<file path="config.mk">
export PLATFORM = sky130hd
export DESIGN_NAME = uart_irq_ident
export DESIGN_NICKNAME = d
export VERILOG_FILES = /design/src/rtl/uart_irq_pkg.sv /design/src/rtl/uart_irq_resolve.sv /design/src/rtl/uart_thre_arm.sv /design/src/rtl/uart_event_latch.sv /design/src/rtl/uart_irq_ident.sv
export SDC_FILE = /design/constraint.sdc
export NUM_CORES = 1
export LEC_CHECK = 0
export CAP_MARGIN = 25
export CORE_AREA = 10 10 47 49
export CTS_BUF_LIST = sky130_fd_sc_hd__clkbuf_4 sky130_fd_sc_hd__clkbuf_8 sky130_fd_sc_hd__clkbuf_16
export DETAILED_ROUTE_END_ITERATION = 16
export DIE_AREA = 0 0 57 59
export DONT_BUFFER_PORTS = 1
export GPL_ROUTABILITY_DRIVEN = 0
export GPL_TIMING_DRIVEN = 0
export HOLD_SLACK_MARGIN = 0.05
export PLACE_DENSITY_LB_ADDON = 0.15
export SLEW_MARGIN = 5
export SYNTH_ARGS = -nofsm -noshare
export SYNTH_HDL_FRONTEND = slang
export SYNTH_HIERARCHICAL = 1
export SYNTH_SLANG_ARGS = --single-unit
</file>
<file path="constraint.sdc">
create_clock -name clk -period 2.1 [get_ports clk]
set_input_delay 0.42 -clock clk [delete_from_list [all_inputs] [get_ports clk]]
set_output_delay 0.42 -clock clk [all_outputs]
set_load 0.02 [all_outputs]
</file>
<file path="src/rtl/uart_irq_pkg.sv">
package uart_irq_pkg;
  localparam int ID_W    = 8;
  localparam int NUM_SRC = 5;

  // enable bit positions
  localparam int EN_RDA  = 0;
  localparam int EN_THRE = 1;
  localparam int EN_RLS  = 2;
  localparam int EN_MS   = 3;

  // source index, 0 is the most urgent
  localparam int SRC_RLS  = 0;
  localparam int SRC_RDA  = 1;
  localparam int SRC_CTI  = 2;
  localparam int SRC_THRE = 3;
  localparam int SRC_MS   = 4;

  localparam logic [ID_W-1:0] ID_NONE = 8'h01;
  localparam logic [ID_W-1:0] ID_RLS  = 8'h06;
  localparam logic [ID_W-1:0] ID_RDA  = 8'h04;
  localparam logic [ID_W-1:0] ID_CTI  = 8'h0C;
  localparam logic [ID_W-1:0] ID_THRE = 8'h02;
  localparam logic [ID_W-1:0] ID_MS   = 8'h00;

  function automatic logic [ID_W-1:0] src_code(input int idx);
    case (idx)
      SRC_RLS:  return ID_RLS;
      SRC_RDA:  return ID_RDA;
      SRC_CTI:  return ID_CTI;
      SRC_THRE: return ID_THRE;
      default:  return ID_MS;
    endcase
  endfunction
endpackage

</file>
<file path="src/rtl/uart_irq_resolve.sv">
module uart_irq_resolve
  import uart_irq_pkg::*;
#(
  parameter int N = NUM_SRC
) (
  input  logic [N-1:0]    act,
  output logic [ID_W-1:0] id_nxt
);
  // walk from lowest to highest rank so the most urgent cause wins
  always_comb begin
    id_nxt = ID_NONE;
    for (int i = N - 1; i >= 0; i--) begin
      if (act[i]) id_nxt = src_code(i);
    end
  end
endmodule

</file>
<file path="src/rtl/uart_thre_arm.sv">
module uart_thre_arm (
  input  logic clk,
  input  logic rst,
  input  logic thr_empty,
  input  logic en,
  input  logic clr_req,
  output logic pend_nxt
);
  logic empty_q, en_q, pend_q, set_ev;

  assign set_ev = thr_empty & (~empty_q | (en & ~en_q));

  always_comb begin
    if (set_ev)          pend_nxt = 1'b1;
    else if (!thr_empty) pend_nxt = 1'b0;
    else if (clr_req)    pend_nxt = 1'b0;
    else                 pend_nxt = pend_q;
  end

  always_ff @(posedge clk) begin
    if (rst) begin
      empty_q <= 1'b1;
      en_q    <= 1'b0;
      pend_q  <= 1'b0;
    end else begin
      empty_q <= thr_empty;
      en_q    <= en;
      pend_q  <= pend_nxt;
    end
  end
endmodule

</file>
<file path="src/rtl/uart_event_latch.sv">
module uart_event_latch (
  input  logic clk,
  input  logic rst,
  input  logic set_i,
  input  logic clr_i,
  output logic q_nxt
);
  logic q;

  // clear beats set in the same cycle
  assign q_nxt = clr_i ? 1'b0 : (set_i | q);

  always_ff @(posedge clk) begin
    if (rst) q <= 1'b0;
    else     q <= q_nxt;
  end
endmodule

</file>
<file path="src/rtl/uart_irq_ident.sv">
module uart_irq_ident
  import uart_irq_pkg::*;
#(
  parameter int IEN_W = 8,
  parameter int ERR_W = 4
) (
  input  logic             clk,
  input  logic             rst,
  input  logic [IEN_W-1:0] ien,
  input  logic [ERR_W-1:0] lsr_err,
  input  logic             rx_ready,
  input  logic             char_timeout,
  input  logic             thr_empty,
  input  logic             msr_change,
  input  logic             iid_rd,
  input  logic             rbr_rd,
  output logic [ID_W-1:0]  iid,
  output logic             irq
);
  logic               thre_nxt, tmo_nxt, thre_clr;
  logic [NUM_SRC-1:0] act;
  logic [ID_W-1:0]    id_nxt;

  assign thre_clr = iid_rd && (iid == ID_THRE);

  uart_thre_arm u_thre (
    .clk      (clk),
    .rst      (rst),
    .thr_empty(thr_empty),
    .en       (ien[EN_THRE]),
    .clr_req  (thre_clr),
    .pend_nxt (thre_nxt)
  );

  uart_event_latch u_tmo (
    .clk  (clk),
    .rst  (rst),
    .set_i(char_timeout),
    .clr_i(rbr_rd),
    .q_nxt(tmo_nxt)
  );

  always_comb begin
    act           = '0;
    act[SRC_RLS]  = ien[EN_RLS] & (|lsr_err);
    act[SRC_RDA]  = ien[EN_RDA] & rx_ready;
    act[SRC_CTI]  = ien[EN_RDA] & tmo_nxt;
    act[SRC_THRE] = ien[EN_THRE] & thre_nxt;
    act[SRC_MS]   = ien[EN_MS] & msr_change;
  end

  uart_irq_resolve #(.N(NUM_SRC)) u_res (
    .act   (act),
    .id_nxt(id_nxt)
  );

  always_ff @(posedge clk) begin
    if (rst) begin
      iid <= ID_NONE;
      irq <= 1'b0;
    end else begin
      iid <= id_nxt;
      irq <= ~id_nxt[0];
    end
  end
endmodule

</file>
==> impl_metrics.env, run 1 <==
export IMPL_outcome="finished, final reports clean"
export IMPL_grt_remaining_overflow=0
export IMPL_die_area_um2=3360
export IMPL_first_global_vias=321
export IMPL_synth_cells=50
export IMPL_syn_area_per_cell_um2=10.6
export IMPL_io_pins=29
export IMPL_fin_nets=78
export IMPL_yosys_warnings=6
export IMPL_peakVddDrop_mv=0.317
export IMPL_cts_max_level=1
export IMPL_p_leak_nw=0.244
export IMPL_fin_area_um2=592
export IMPL_synth_seq_area_share=0.491
export IMPL_vias_per_cell=4.42
export IMPL_hp_class="input port to flop"
export IMPL_cts_max_path_buffers=2
export IMPL_vias=323
export IMPL_final_setup_worst_slack_ns=0.130
export IMPL_first_iter_violations=3
export IMPL_finalClockSkew_ns=0.00322
export IMPL_wl_per_cell_um=13.3
export IMPL_placed_area_um2=562
export IMPL_antenna_found_initial=0
export IMPL_crit_type="flop to flop"
export IMPL_holdPathStages=1
export IMPL_reg2reg_from="iid[4]$_SDFF_PP0_"
export IMPL_grt_pass1_wl_um=1480
export IMPL_layout_commonest_cell="dfxtp_1"
export IMPL_cap_violations=0
export IMPL_synth_cell_types=21
export IMPL_clock_sinks=13
export IMPL_routed_wl_um=972
export IMPL_start_kind="flop"
export IMPL_fin_setup_tns_ns=0
export IMPL_start_util=0.379
export IMPL_die_w_um=57
export IMPL_min_period_over_period=0.938
export IMPL_die_h_um=59
export IMPL_clk_latency_ns=0.27
export IMPL_rsz0062_at_grt="no"
export IMPL_syn_area_um2=531
export IMPL_cts_buffers=3
export IMPL_cts_setup_buffers=0
export IMPL_drive_gt1_frac=0.298
export IMPL_cp_end_kind="flop"
export IMPL_worstPathArrival_ns=2.14
export IMPL_slew_viol_final=0
export IMPL_setup_viol=0
export IMPL_required_ns=2.27
export IMPL_ys_ff_latch=13
export IMPL_cts_tree="yes"
export IMPL_cp_max_fo=2
export IMPL_cts_resized=0
export IMPL_min_to="u_thre/pend_q$_SDFF_PP0_"
export IMPL_root_buffer="clkbuf_4"
export IMPL_ant_nets=0
export IMPL_antenna_cells=0
export IMPL_fmax_ghz=0.508
export IMPL_core_area_um2=1400
export IMPL_dr_pass1_iters=2
export IMPL_final_cell_mix="dfxtp_1, nor2b_1"
export IMPL_syn_to_final_growth_pct=11.6
export IMPL_hold_buffers=0
export IMPL_grt_usage=0.0590
export IMPL_numPortBuffers=0
export IMPL_clk_pin_slew_ns=0.08
export IMPL_drc=0
export IMPL_dp_slack_ns=0.132
export IMPL_r2r_cells=7
export IMPL_r2r_slack_ns=0.13
export IMPL_fin_crit_ns=1.97
export IMPL_hold_viol=0
export IMPL_hold_path_startpoint="rst"
export IMPL_p_per_area_nw_per_um2=818
export IMPL_fp_row_count=14
export IMPL_grt_max_degree=13
export IMPL_holdWs_ns=0.205
export IMPL_r2r_end="iid[1]$_SDFF_PP0_"
[layer usage]
metal,vias up,GRT usage,wire [um]
met5,-,0,0
met4,0,0.0403,0
met3,0,0.0536,181
met2,16,0.0713,417
met1,136,0.0636,373
li1,171,-,-
[where the power goes]
| group | switching (mW) | total, mW | internal, mW | leakage (nW) |
|---|---|---|---|---|
| combinational | 0.0141 | 0.0378 | 0.0237 | 0.117 |
| clock | 0.0780 | 0.164 | 0.0864 | 0.0184 |
| sequential | 0.0211 | 0.282 | 0.261 | 0.108 |
| total | 0.113 | 0.484 | 0.371 | 0.244 |
[registers in the layout, summed over array words and instances, names as in the netlist]
signal / cells
irq: 1
u_thre/en_q: 1
u_tmo/q: 1
u_thre/empty_q: 1
u_thre/pend_q: 1
iid: 8
[final cells by class]
| class | count | area, um^2 |
|---|---|---|
| inverter | 2 | 7.51 |
| tap | 16 | 20.0 |
| buffer | 4 | 30.0 |
| fill | 145 | 810 |
| clock buffer | 4 | 30.0 |
| multi-input combinational | 34 | 244 |
| sequential | 13 | 260 |
[synth_stat cells]
master | instances | area share
o41a_1 | 1 | 0.021
nor2_1 | 3 | 0.021
a21o_1 | 1 | 0.014
conb_1 | 1 | 0.0071
buf_4 | 4 | 0.057
and2_1 | 4 | 0.047
nand2b_1 | 1 | 0.012
inv_1 | 2 | 0.014
dfxtp_1 | 13 | 0.49
or3b_2 | 1 | 0.017
nor4_2 | 1 | 0.024
or3_4 | 1 | 0.021
or4b_1 | 1 | 0.019
nor2_2 | 1 | 0.012
nor3b_1 | 1 | 0.014
nand2b_4 | 1 | 0.026
or2_2 | 1 | 0.012
a31oi_1 | 1 | 0.012
nor3_2 | 2 | 0.038
nor2b_1 | 8 | 0.094
a311oi_2 | 1 | 0.028
[critical path, cell delays in order, from the launching register on]
cell      delay, ns
dfxtp_1        0.38
or4b_1         0.58
nor4_2         0.23
nand2b_4       0.17
a31oi_1        0.08
and2_1         0.16
a21o_1         0.15
nor2b_1        0.11
[cell families after synthesis]
kind of cell | synth area share
other | 0.00707
AND/OR/NAND/NOR | 0.356
AO/OA/AOI/OAI | 0.0755
buffers and inverters | 0.0708
flip-flops | 0.491
[how the worst max path moves through the flow]
stage                            from                 to  depth (start not counted)
floorplan           iid[4]$_SDFF_PP0_  iid[1]$_SDFF_PP0_                          7
global route        iid[4]$_SDFF_PP0_  iid[1]$_SDFF_PP0_                          7
CTS                 iid[4]$_SDFF_PP0_  iid[1]$_SDFF_PP0_                          7
global placement    iid[4]$_SDFF_PP0_  iid[1]$_SDFF_PP0_                          7
finish              iid[4]$_SDFF_PP0_  iid[1]$_SDFF_PP0_                          7
detailed placement  iid[4]$_SDFF_PP0_  iid[1]$_SDFF_PP0_                          7
[stage by stage]
step / util / power, mW / instances
finish: 0.422 / 0.484 / 73
global route: 0.422 / 0.514 / 73
CTS: 0.422 / 0.498 / 73
detailed placement: 0.401 / 0.327 / 69
global placement: 0.401 / 0.326 / 69
floorplan: - / 0.321 / 53
No activity file was read; power rests on OpenSTA's default activity.
==> run 2, diff against run 1 <==
--- a/config.mk
+++ b/config.mk
@@ -8,12 +8,14 @@
 export CAP_MARGIN = 25
 export CORE_AREA = 10 10 47 49
 export CTS_BUF_LIST = sky130_fd_sc_hd__clkbuf_4 sky130_fd_sc_hd__clkbuf_8 sky130_fd_sc_hd__clkbuf_16
+export CTS_CLUSTER_DIAMETER = 120
 export DETAILED_ROUTE_END_ITERATION = 16
 export DIE_AREA = 0 0 57 59
 export DONT_BUFFER_PORTS = 1
 export GPL_ROUTABILITY_DRIVEN = 0
 export GPL_TIMING_DRIVEN = 0
 export HOLD_SLACK_MARGIN = 0.05
+export MAX_ROUTING_LAYER = met4
 export PLACE_DENSITY_LB_ADDON = 0.15
 export SLEW_MARGIN = 5
 export SYNTH_ARGS = -nofsm -noshare
==> impl_metrics.env, run 2 (same netlist as run 1, synthesis figures left out) <==
export IMPL_hp_class="input port to flop"
export IMPL_die_area_um2=3360
export IMPL_wl_per_cell_um=13.3
export IMPL_placedCellCount=69
export IMPL_drc=0
export IMPL_holdPathStages=1
export IMPL_root_buffer="clkbuf_4"
export IMPL_peakVddDrop_mv=0.319
export IMPL_slew_viol_final=0
export IMPL_largest_reg_flops=8
export IMPL_hold_viol=0
export IMPL_start_kind="flop"
export IMPL_fmax_ghz=0.507
export IMPL_finalClockSkew_ns=0.00420
export IMPL_ant_nets=0
export IMPL_hold_buffers=0
export IMPL_first_global_vias=321
export IMPL_crit_type="flop to flop"
export IMPL_first_iter_violations=4
export IMPL_antenna_found_initial=0
export IMPL_rsz0062_at_grt="no"
export IMPL_grt_pass1_wl_um=1480
export IMPL_p_leak_nw=0.244
export IMPL_antenna_cells=0
export IMPL_final_cell_mix="dfxtp_1, nor2b_1"
export IMPL_core_area_um2=1400
export IMPL_die_h_um=59
export IMPL_die_w_um=57
export IMPL_outcome="finished, final reports clean"
export IMPL_grt_remaining_overflow=0
export IMPL_syn_to_final_growth_pct=11.6
export IMPL_fin_cells=73
export IMPL_p_per_area_nw_per_um2=820
export IMPL_worstPathArrival_ns=2.14
export IMPL_cts_resized=0
export IMPL_cts_setup_buffers=0
export IMPL_r2r_slack_ns=0.13
export IMPL_setup_viol=0
export IMPL_n_fill_cell=145
export IMPL_dr_pass1_iters=2
export IMPL_layout_commonest_cell="dfxtp_1"
export IMPL_hold_path_startpoint="rst"
export IMPL_ff_latch_area_um2=260
export IMPL_clk_pin_slew_ns=0.08
export IMPL_min_period_over_period=0.939
export IMPL_drive_gt1_frac=0.298
export IMPL_cp_max_fo=2
export IMPL_vias_per_cell=4.47
export IMPL_numPortBuffers=0
export IMPL_cts_tree="yes"
export IMPL_clock_sinks=13
export IMPL_cap_violations=0
export IMPL_dp_slack_ns=0.132
export IMPL_io_pins=29
export IMPL_cts_max_path_buffers=2
export IMPL_fin_nets=78
export IMPL_vias=326
export IMPL_r2r_end="iid[1]$_SDFF_PP0_"
export IMPL_required_ns=2.27
export IMPL_cp_end_kind="flop"
export IMPL_min_to="u_thre/pend_q$_SDFF_PP0_"
export IMPL_fin_setup_tns_ns=0
export IMPL_cts_buffers=3
export IMPL_cts_max_level=1
export IMPL_fp_row_count=14
export IMPL_final_setup_worst_slack_ns=0.128
export IMPL_grt_max_degree=13
export IMPL_total_power_mw=0.485
export IMPL_reg2reg_from="iid[4]$_SDFF_PP0_"
export IMPL_routed_wl_um=972
export IMPL_multi_input_area_um2=244
export IMPL_clk_latency_ns=0.27
export IMPL_regMostFlops="iid"
export IMPL_start_util=0.379
export IMPL_grt_usage=0.0607
export IMPL_fin_crit_ns=1.97
export IMPL_r2r_cells=7
run 2: cell counts in the layout (fill, tap and decap cells not counted):
Identical to the previous run, type by type.
run 2: worst max-delay path, cell delays in order, from the launching register on:
cell and delay, ns:
dfxtp_1 0.39, or4b_1 0.58, nor4_2 0.23, nand2b_4 0.17
a31oi_1 0.08, and2_1 0.16, a21o_1 0.15, nor2b_1 0.11
run 2: metal layers:
layer	vias up	part of all wire	routed length (um)	global-route usage
li1	172	-	-	-
met1	138	0.43	418	0.0708
met2	16	0.43	416	0.0713
met3	0	0.14	137	0.0408
met4	0	0	0	0.0403
met5	-	0	0	-
run 2: stage by stage:
| stage | hold WS (ns) | util | instance area, um^2 |
|---|---|---|---|
| 2_1_floorplan | 0.441 | - | 542 |
| 3_3_place_gp | 0.454 | 0.401 | 562 |
| 3_5_place_dp | 0.462 | 0.401 | 562 |
| 4_1_cts | 0.190 | 0.422 | 592 |
| 5_1_grt | 0.176 | 0.422 | 592 |
| 6_report | 0.204 | 0.422 | 592 |
run 2: report_power, final:
group	internal (mW)	switching (mW)
registers	0.261	0.0211
logic	0.0237	0.0141
clock network	0.0864	0.0787
total	0.371	0.114
run 2: final cells by class:
class,instances,share of cell area
inverter,2,0.0127
clock buffer,4,0.0507
tap,16,0.0338
multi-input combinational,34,0.412
buffer,4,0.0507
sequential,13,0.440
run 2: worst max-delay path by stage:
stage	startpoint	endpoint	slack (ns)	cells after the start
floorplan	iid[4]$_SDFF_PP0_	iid[1]$_SDFF_PP0_	0.26	7
finish	iid[4]$_SDFF_PP0_	iid[1]$_SDFF_PP0_	0.13	7
CTS	iid[4]$_SDFF_PP0_	iid[1]$_SDFF_PP0_	0.12	7
global route	iid[4]$_SDFF_PP0_	iid[1]$_SDFF_PP0_	0.007	7
global placement	iid[4]$_SDFF_PP0_	iid[1]$_SDFF_PP0_	0.13	7
detailed placement	iid[4]$_SDFF_PP0_	iid[1]$_SDFF_PP0_	0.13	7
